[config.mk]
export PLATFORM = sky130hd
export DESIGN_NAME = vctl_filter
export DESIGN_NICKNAME = d
export VERILOG_FILES = /design/src/rtl/vctl_pkg.sv /design/src/rtl/vctl_delay_line.sv /design/src/rtl/vctl_pulse_qual.sv /design/src/rtl/vctl_rate_mon.sv /design/src/rtl/vctl_filter.sv
export SDC_FILE = /design/constraint.sdc
export NUM_CORES = 1
export LEC_CHECK = 0
export BUFFER_PORTS_ARGS = -buffer_cell sky130_fd_sc_hd__buf_2
export CELL_PAD_IN_SITES_DETAIL_PLACEMENT = 1
export CELL_PAD_IN_SITES_GLOBAL_PLACEMENT = 1
export CORE_MARGIN = 4
export CORE_UTILIZATION = 40
export CTS_CLUSTER_SIZE = 28
export DETAILED_ROUTE_END_ITERATION = 8
export GPL_TIMING_DRIVEN = 0
export PLACE_DENSITY = 0.73
export SLEW_MARGIN = 20
export SYNTH_ARGS = -nofsm -noshare
export SYNTH_HDL_FRONTEND = slang
export SYNTH_HIERARCHICAL = 1
export SYNTH_SLANG_ARGS = --single-unit
[constraint.sdc]
create_clock -name clk -period 1.7 [get_ports clk]
set_input_delay 0.255 -clock clk [delete_from_list [all_inputs] [get_ports clk]]
set_output_delay 0.255 -clock clk [all_outputs]
set_load 0.005 [all_outputs]
[src/rtl/vctl_pkg.sv]
package vctl_pkg;

   typedef enum logic {
      MODE_PASS = 1'b0,
      MODE_QUAL = 1'b1
   } qual_mode_e;

endpackage

[src/rtl/vctl_delay_line.sv]
module vctl_delay_line #(
   parameter int DEPTH = 4
) (
   input  logic clk,
   input  logic rst_n,
   input  logic din,
   output logic dout
);

   if (DEPTH < 1) begin : g_bad_depth
      $error("vctl_delay_line: DEPTH must be at least 1");
   end

   logic [DEPTH-1:0] stg_q;

   always_ff @(posedge clk or negedge rst_n) begin
      if (!rst_n) stg_q[0] <= 1'b0;
      else        stg_q[0] <= din;
   end

   for (genvar i = 1; i < DEPTH; i++) begin : g_stage
      always_ff @(posedge clk or negedge rst_n) begin
         if (!rst_n) stg_q[i] <= 1'b0;
         else        stg_q[i] <= stg_q[i-1];
      end
   end

   assign dout = stg_q[DEPTH-1];

endmodule

[src/rtl/vctl_pulse_qual.sv]
module vctl_pulse_qual
   import vctl_pkg::*;
#(
   parameter int MIN_WIDTH = 3
) (
   input  logic clk,
   input  logic rst_n,
   input  logic en,
   input  logic din,
   output logic dout
);

   localparam int RW = $clog2(MIN_WIDTH + 1);

   if (MIN_WIDTH < 1) begin : g_bad_width
      $error("vctl_pulse_qual: MIN_WIDTH must be at least 1");
   end

   logic [MIN_WIDTH-1:0] win_q;
   qual_mode_e           mode_q;
   logic                 out_q;
   logic                 out_d;
   logic                 all_hi;
   logic                 all_lo;

   // sample window, newest in bit 0
   always_ff @(posedge clk or negedge rst_n) begin
      if (!rst_n) win_q[0] <= 1'b0;
      else        win_q[0] <= din;
   end

   for (genvar i = 1; i < MIN_WIDTH; i++) begin : g_win
      always_ff @(posedge clk or negedge rst_n) begin
         if (!rst_n) win_q[i] <= 1'b0;
         else        win_q[i] <= win_q[i-1];
      end
   end

   // mode register: qualification on out of reset, new setting used one edge later
   always_ff @(posedge clk or negedge rst_n) begin
      if (!rst_n) mode_q <= MODE_QUAL;
      else        mode_q <= en ? MODE_QUAL : MODE_PASS;
   end

   assign all_hi = &win_q;
   assign all_lo = ~|win_q;

   always_comb begin
      out_d = out_q;
      if (mode_q == MODE_QUAL) begin
         if (all_hi)      out_d = 1'b1;
         else if (all_lo) out_d = 1'b0;
      end else begin
         out_d = win_q[MIN_WIDTH-1];
      end
   end

   always_ff @(posedge clk or negedge rst_n) begin
      if (!rst_n) out_q <= 1'b0;
      else        out_q <= out_d;
   end

   assign dout = out_q;

   // run-length observers for the checks below
   logic [RW-1:0] hi_run_q;
   logic [RW-1:0] lo_run_q;

   always_ff @(posedge clk or negedge rst_n) begin
      if (!rst_n) begin
         hi_run_q <= '0;
         lo_run_q <= '0;
      end else begin
         hi_run_q <= !din ? '0 : ((int'(hi_run_q) >= MIN_WIDTH) ? hi_run_q : hi_run_q + 1'b1);
         lo_run_q <= din  ? '0 : ((int'(lo_run_q) >= MIN_WIDTH) ? lo_run_q : lo_run_q + 1'b1);
      end
   end


   qual_rise_run_chk: assert property (@(posedge clk) disable iff (!rst_n)
      ($rose(out_q) && $past(mode_q == MODE_QUAL)) |-> (int'($past(hi_run_q)) >= MIN_WIDTH));


   qual_fall_run_chk: assert property (@(posedge clk) disable iff (!rst_n)
      ($fell(out_q) && $past(mode_q == MODE_QUAL)) |-> (int'($past(lo_run_q)) >= MIN_WIDTH));

endmodule

[src/rtl/vctl_rate_mon.sv]
module vctl_rate_mon #(
   parameter int WINDOW    = 130,
   parameter int MAX_EDGES = 2
) (
   input  logic clk,
   input  logic rst_n,
   input  logic din,
   input  logic clr,
   output logic flag
);

   localparam int CW = $clog2(WINDOW + 1);
   localparam logic [CW-1:0] FAR = CW'(WINDOW);

   if (WINDOW < 2) begin : g_bad_window
      $error("vctl_rate_mon: WINDOW must be at least 2");
   end
   if (MAX_EDGES < 1) begin : g_bad_edges
      $error("vctl_rate_mon: MAX_EDGES must be at least 1");
   end

   function automatic logic [CW-1:0] sat_inc(input logic [CW-1:0] v);
      return (v >= FAR) ? FAR : v + 1'b1;
   endfunction

   logic smp_q;
   logic prv_q;
   logic edge_w;
   logic viol_w;
   logic flag_q;
   logic [CW-1:0] dist_q [MAX_EDGES];

   always_ff @(posedge clk or negedge rst_n) begin
      if (!rst_n) begin
         smp_q <= 1'b0;
         prv_q <= 1'b0;
      end else begin
         smp_q <= din;
         prv_q <= smp_q;
      end
   end

   assign edge_w = smp_q ^ prv_q;
   // distance from the oldest remembered transition to this one
   assign viol_w = edge_w && ((int'(dist_q[MAX_EDGES-1]) + 1) < WINDOW);

   always_ff @(posedge clk or negedge rst_n) begin
      if (!rst_n)      dist_q[0] <= FAR;
      else if (edge_w) dist_q[0] <= '0;
      else             dist_q[0] <= sat_inc(dist_q[0]);
   end

   for (genvar k = 1; k < MAX_EDGES; k++) begin : g_hist
      always_ff @(posedge clk or negedge rst_n) begin
         if (!rst_n)      dist_q[k] <= FAR;
         else if (edge_w) dist_q[k] <= sat_inc(dist_q[k-1]);
         else             dist_q[k] <= sat_inc(dist_q[k]);
      end
   end

   always_ff @(posedge clk or negedge rst_n) begin
      if (!rst_n)      flag_q <= 1'b0;
      else if (viol_w) flag_q <= 1'b1;
      else if (clr)    flag_q <= 1'b0;
   end

   assign flag = flag_q;


   flag_sticky_chk: assert property (@(posedge clk) disable iff (!rst_n)
      (flag_q && !clr) |=> flag_q);


   flag_clear_chk: assert property (@(posedge clk) disable iff (!rst_n)
      (clr && !edge_w) |=> !flag_q);


   flag_cause_chk: assert property (@(posedge clk) disable iff (!rst_n)
      $rose(flag_q) |-> $past(edge_w));

endmodule

[src/rtl/vctl_filter.sv]
module vctl_filter #(
   parameter int MIN_WIDTH = 3,
   parameter int WINDOW    = 130,
   parameter int DE_EDGES  = 2,
   parameter int VS_EDGES  = 1
) (
   input  logic clk,
   input  logic rst_n,
   input  logic qual_en,
   input  logic de_in,
   input  logic vs_in,
   input  logic flag_clr,
   output logic de_out,
   output logic vs_out,
   output logic de_rate_err,
   output logic vs_rate_err
);

   // qualifier window plus its output register
   localparam int PIPE = MIN_WIDTH + 1;

   vctl_pulse_qual #(.MIN_WIDTH(MIN_WIDTH)) i_de_qual (
      .clk  (clk),
      .rst_n(rst_n),
      .en   (qual_en),
      .din  (de_in),
      .dout (de_out)
   );

   vctl_delay_line #(.DEPTH(PIPE)) i_vs_dly (
      .clk  (clk),
      .rst_n(rst_n),
      .din  (vs_in),
      .dout (vs_out)
   );

   vctl_rate_mon #(.WINDOW(WINDOW), .MAX_EDGES(DE_EDGES)) i_de_rate (
      .clk  (clk),
      .rst_n(rst_n),
      .din  (de_in),
      .clr  (flag_clr),
      .flag (de_rate_err)
   );

   vctl_rate_mon #(.WINDOW(WINDOW), .MAX_EDGES(VS_EDGES)) i_vs_rate (
      .clk  (clk),
      .rst_n(rst_n),
      .din  (vs_in),
      .clr  (flag_clr),
      .flag (vs_rate_err)
   );


   reset_quiet_chk: assert property (@(posedge clk)
      !rst_n |-> !(de_out || vs_out || de_rate_err || vs_rate_err));

endmodule

==> metrics.cfg <==
[status]
status=finished with violations
violations=negative setup slack

[final_layout]
mostFrequentLayoutCell=dfrtp_1
drive_above_1_share_pct=35.7
fin_nets=207
final_cell_mix=28 x dfrtp_1, 13 x nand3_1, 11 x xor2_1, 11 x buf_4
final_core_util_pct=51.1
antenna_cells=0
area_delta_synth_final_pct=19.9
stdcell_area_mm2=0.00228

[timing]
skew_ns=0.00718
worst_hold_slack_ns=0.0632
setup-violations-final=14
fmax_ghz=0.570
rsz0062_at_grt=true
slew_viol_final=0
hold_violations=0
period_share_pct=103
fin_tns_setup_ns=-0.642
slew_headroom_pct=44.8
worst_slack_ns=-0.0559
finalCriticalPeriod_ns=1.76
tightest_slew_ns=0.827

[worst_setup_path]
path_delay_family=simple AND/OR/NAND/NOR gates
worstSetupEndpointType=flip-flop
worstPathCellList=or4_4 > o41ai_4 > nand2_2 > o22ai_1
slowest_delay_ns=0.56
crit_type=reg2reg
critPathMaxFanout=6
cp_slowest_cell=or4_4
critPathLaunchType=flip-flop
cp.arrival_ns=1.96
required_ns=1.91
crit_buf_inv=0

[global_route]
track_usage_pct=14.6
grt_max_degree=40
antenna_found_initial=0
overflow=0
grt_pass1_wl_um=6790
grt_pass1_vias=1350

[route]
wl_per_cell_um=17.2
avgViaCountPerCell=5.69
vias=1411
routed_wl_um=4260
drc=0
drtIter0Drc=68
final_antenna_net_count=0
firstDrtPassIters=4

[die]
die_w_um=77.0
dieArea_mm2=0.00593
core-area_mm2=0.00447
fp-row-count=24
io_pins=10
initial_utilization_pct=42.6
die_h_um=77.0

[synthesis]
async_flop_share_pct=100
syn_inst=168
synth_cell_types=42
syn_area_mm2=0.00191
synth_flop_cell=dfrtp_1
syn_nets=180
postSynthAreaPerCell_um2=11.3
synth_edf_count=0
ys_seq_area_share_pct=51.7
synth_warnings=6
synth-seq-cells=39

[cts]
cts_tree=built
cts_inserted_buffers=5
root_buffer=clkbuf_8
cts_sinks=39
clkTransAtPathRegs_ns=0.08
htreeDepth=2
clk_path_buf_depth=2
cts_hold_buf=0
clk_latency_ns=0.29

[pwr]
p_per_area_mw_per_mm2=1100
peakVddDrop_mv=0.694
p_leak_nw=0.971

[min_path]
hold_path.class=in2async

[placed_design]
post_dp_cell_area_mm2=0.00202
dp_hpwl_um=2780
gp_congestion=0.859
post-place-ws_ns=-0.250
numPortBuffers=9

[flow_run]
max_cap_violations=0

==> worst paths after layout <==
| check | from | to | slack, ns | cells after the start |
|---|---|---|---|---|
| max in group asynchronous | rst_n | i_vs_rate/dist_q[6]$_DFF_PN0_ | 1.07 | 1 |
| worst max-delay path | i_de_rate/dist_q[5]$_DFF_PN0_ | i_de_rate/dist_q[2]$_DFF_PN0_ | -0.06 | 4 |
| min in group clk | qual_en | i_de_qual/mode_q$_DFF_PN1_ | 0.06 | 1 |
| worst min register to register | i_vs_dly/stg_q[2]$_DFF_PN0_ | i_vs_dly/dout$_DFF_PN0_ | 0.36 | 0 |
| worst min-delay path | rst_n | i_de_rate/prv_q$_DFF_PN0_ | 0.06 | 1 |
| worst max register to register | i_de_rate/dist_q[5]$_DFF_PN0_ | i_de_rate/dist_q[2]$_DFF_PN0_ | -0.06 | 4 |
==> cell usage after synthesis (all sizes together), types with 2 or more instances <==
master	count	area share [%]
a41oi	2	0.92
nand4	3	0.99
o21ai	5	1.3
inv	6	1.2
and4	4	1.9
dfrtp	32	42
nor2	17	3.3
nand2	10	2.4
a21oi	5	1.3
buf	4	2.0
nand3	13	3.4
xnor2	9	4.1
o41ai	3	4.3
o221ai	2	0.92
or4	3	1.6
and3	3	0.99
ha	6	3.9
xor2	11	5.1
o22ai	6	2.0
dfstp	7	9.7
==> power breakdown <==
part / switching (mW) / total (mW) / internal [mW]
clock network: 0.340 / 0.633 / 0.293
logic: 0.390 / 0.759 / 0.369
registers: 0.0909 / 1.13 / 1.04
total: 0.821 / 2.52 / 1.70
==> cell families (layout without fill, tap and decap cells) <==
| kind of cell | Yosys count | in the layout | share of synthesized area, % |
|---|---|---|---|
| AOI/OAI and AO/OA | 33 | 33 | 15.0 |
| xor gates and xnor gates | 20 | 20 | 9.19 |
| adders and majority gates | 6 | 6 | 3.94 |
| buffers and inverters | 11 | 39 | 3.41 |
| DFF | 39 | 39 | 51.7 |
| and+or+nand+nor | 59 | 59 | 16.7 |
==> cell type report <==
cell class / count / area [um2]
fillers: 464 / 2190
repair buffers: 20 / 128
multi-input cells: 118 / 945
flip-flops and latches: 39 / 990
plain buffers: 5 / 42.5
clock inverters: 3 / 23.8
clock buffers: 5 / 68.8
well taps: 52 / 65.1
inverters: 6 / 22.5
==> flip-flops by register name, summed over array words and instances (netlist names), 3 cells and up <==
register	cells
i_de_rate/dist_q	16
i_vs_rate/dist_q	8
i_de_qual/win_q	3
i_vs_dly/stg_q	3
==> worst reg2reg max path: cells and delay by family (launching register included) <==
kind             cells  cell delay [ns]
AND/OR/NAND/NOR      2             0.73
AO/OA/AOI/OAI        2             0.49
flip-flops           1             0.46
==> timing repair <==
| item | in CTS | in global routing |
|---|---|---|
| setup endpoints to repair | 23 | 23 |
| gates resized for setup | 6 | 19 |
| buffers inserted | 5 | 6 |
| pin swaps | 7 | 8 |
==> through the flow <==
step | std cells | power, mW
after floorplan | 168 | 1.57
after global routing | 248 | 2.67
final | 248 | 2.52
after detailed placement | 229 | 1.74
after global placement | 229 | 1.70
after CTS | 242 | 2.42
==> layer usage <==
layer  vias to the layer above  global-route usage (%)  part of all wire, %  wire length (um)
met1                       718                    19.4                   45              1940
met5                         -                       0                    0                 0
met3                         4                    3.04                  3.5               149
li1                        665                       -                    -                 -
met4                         0                    6.94                  1.5                63
met2                        24                    22.6                   49              2110
No activity file was read; power rests on OpenSTA's default activity.
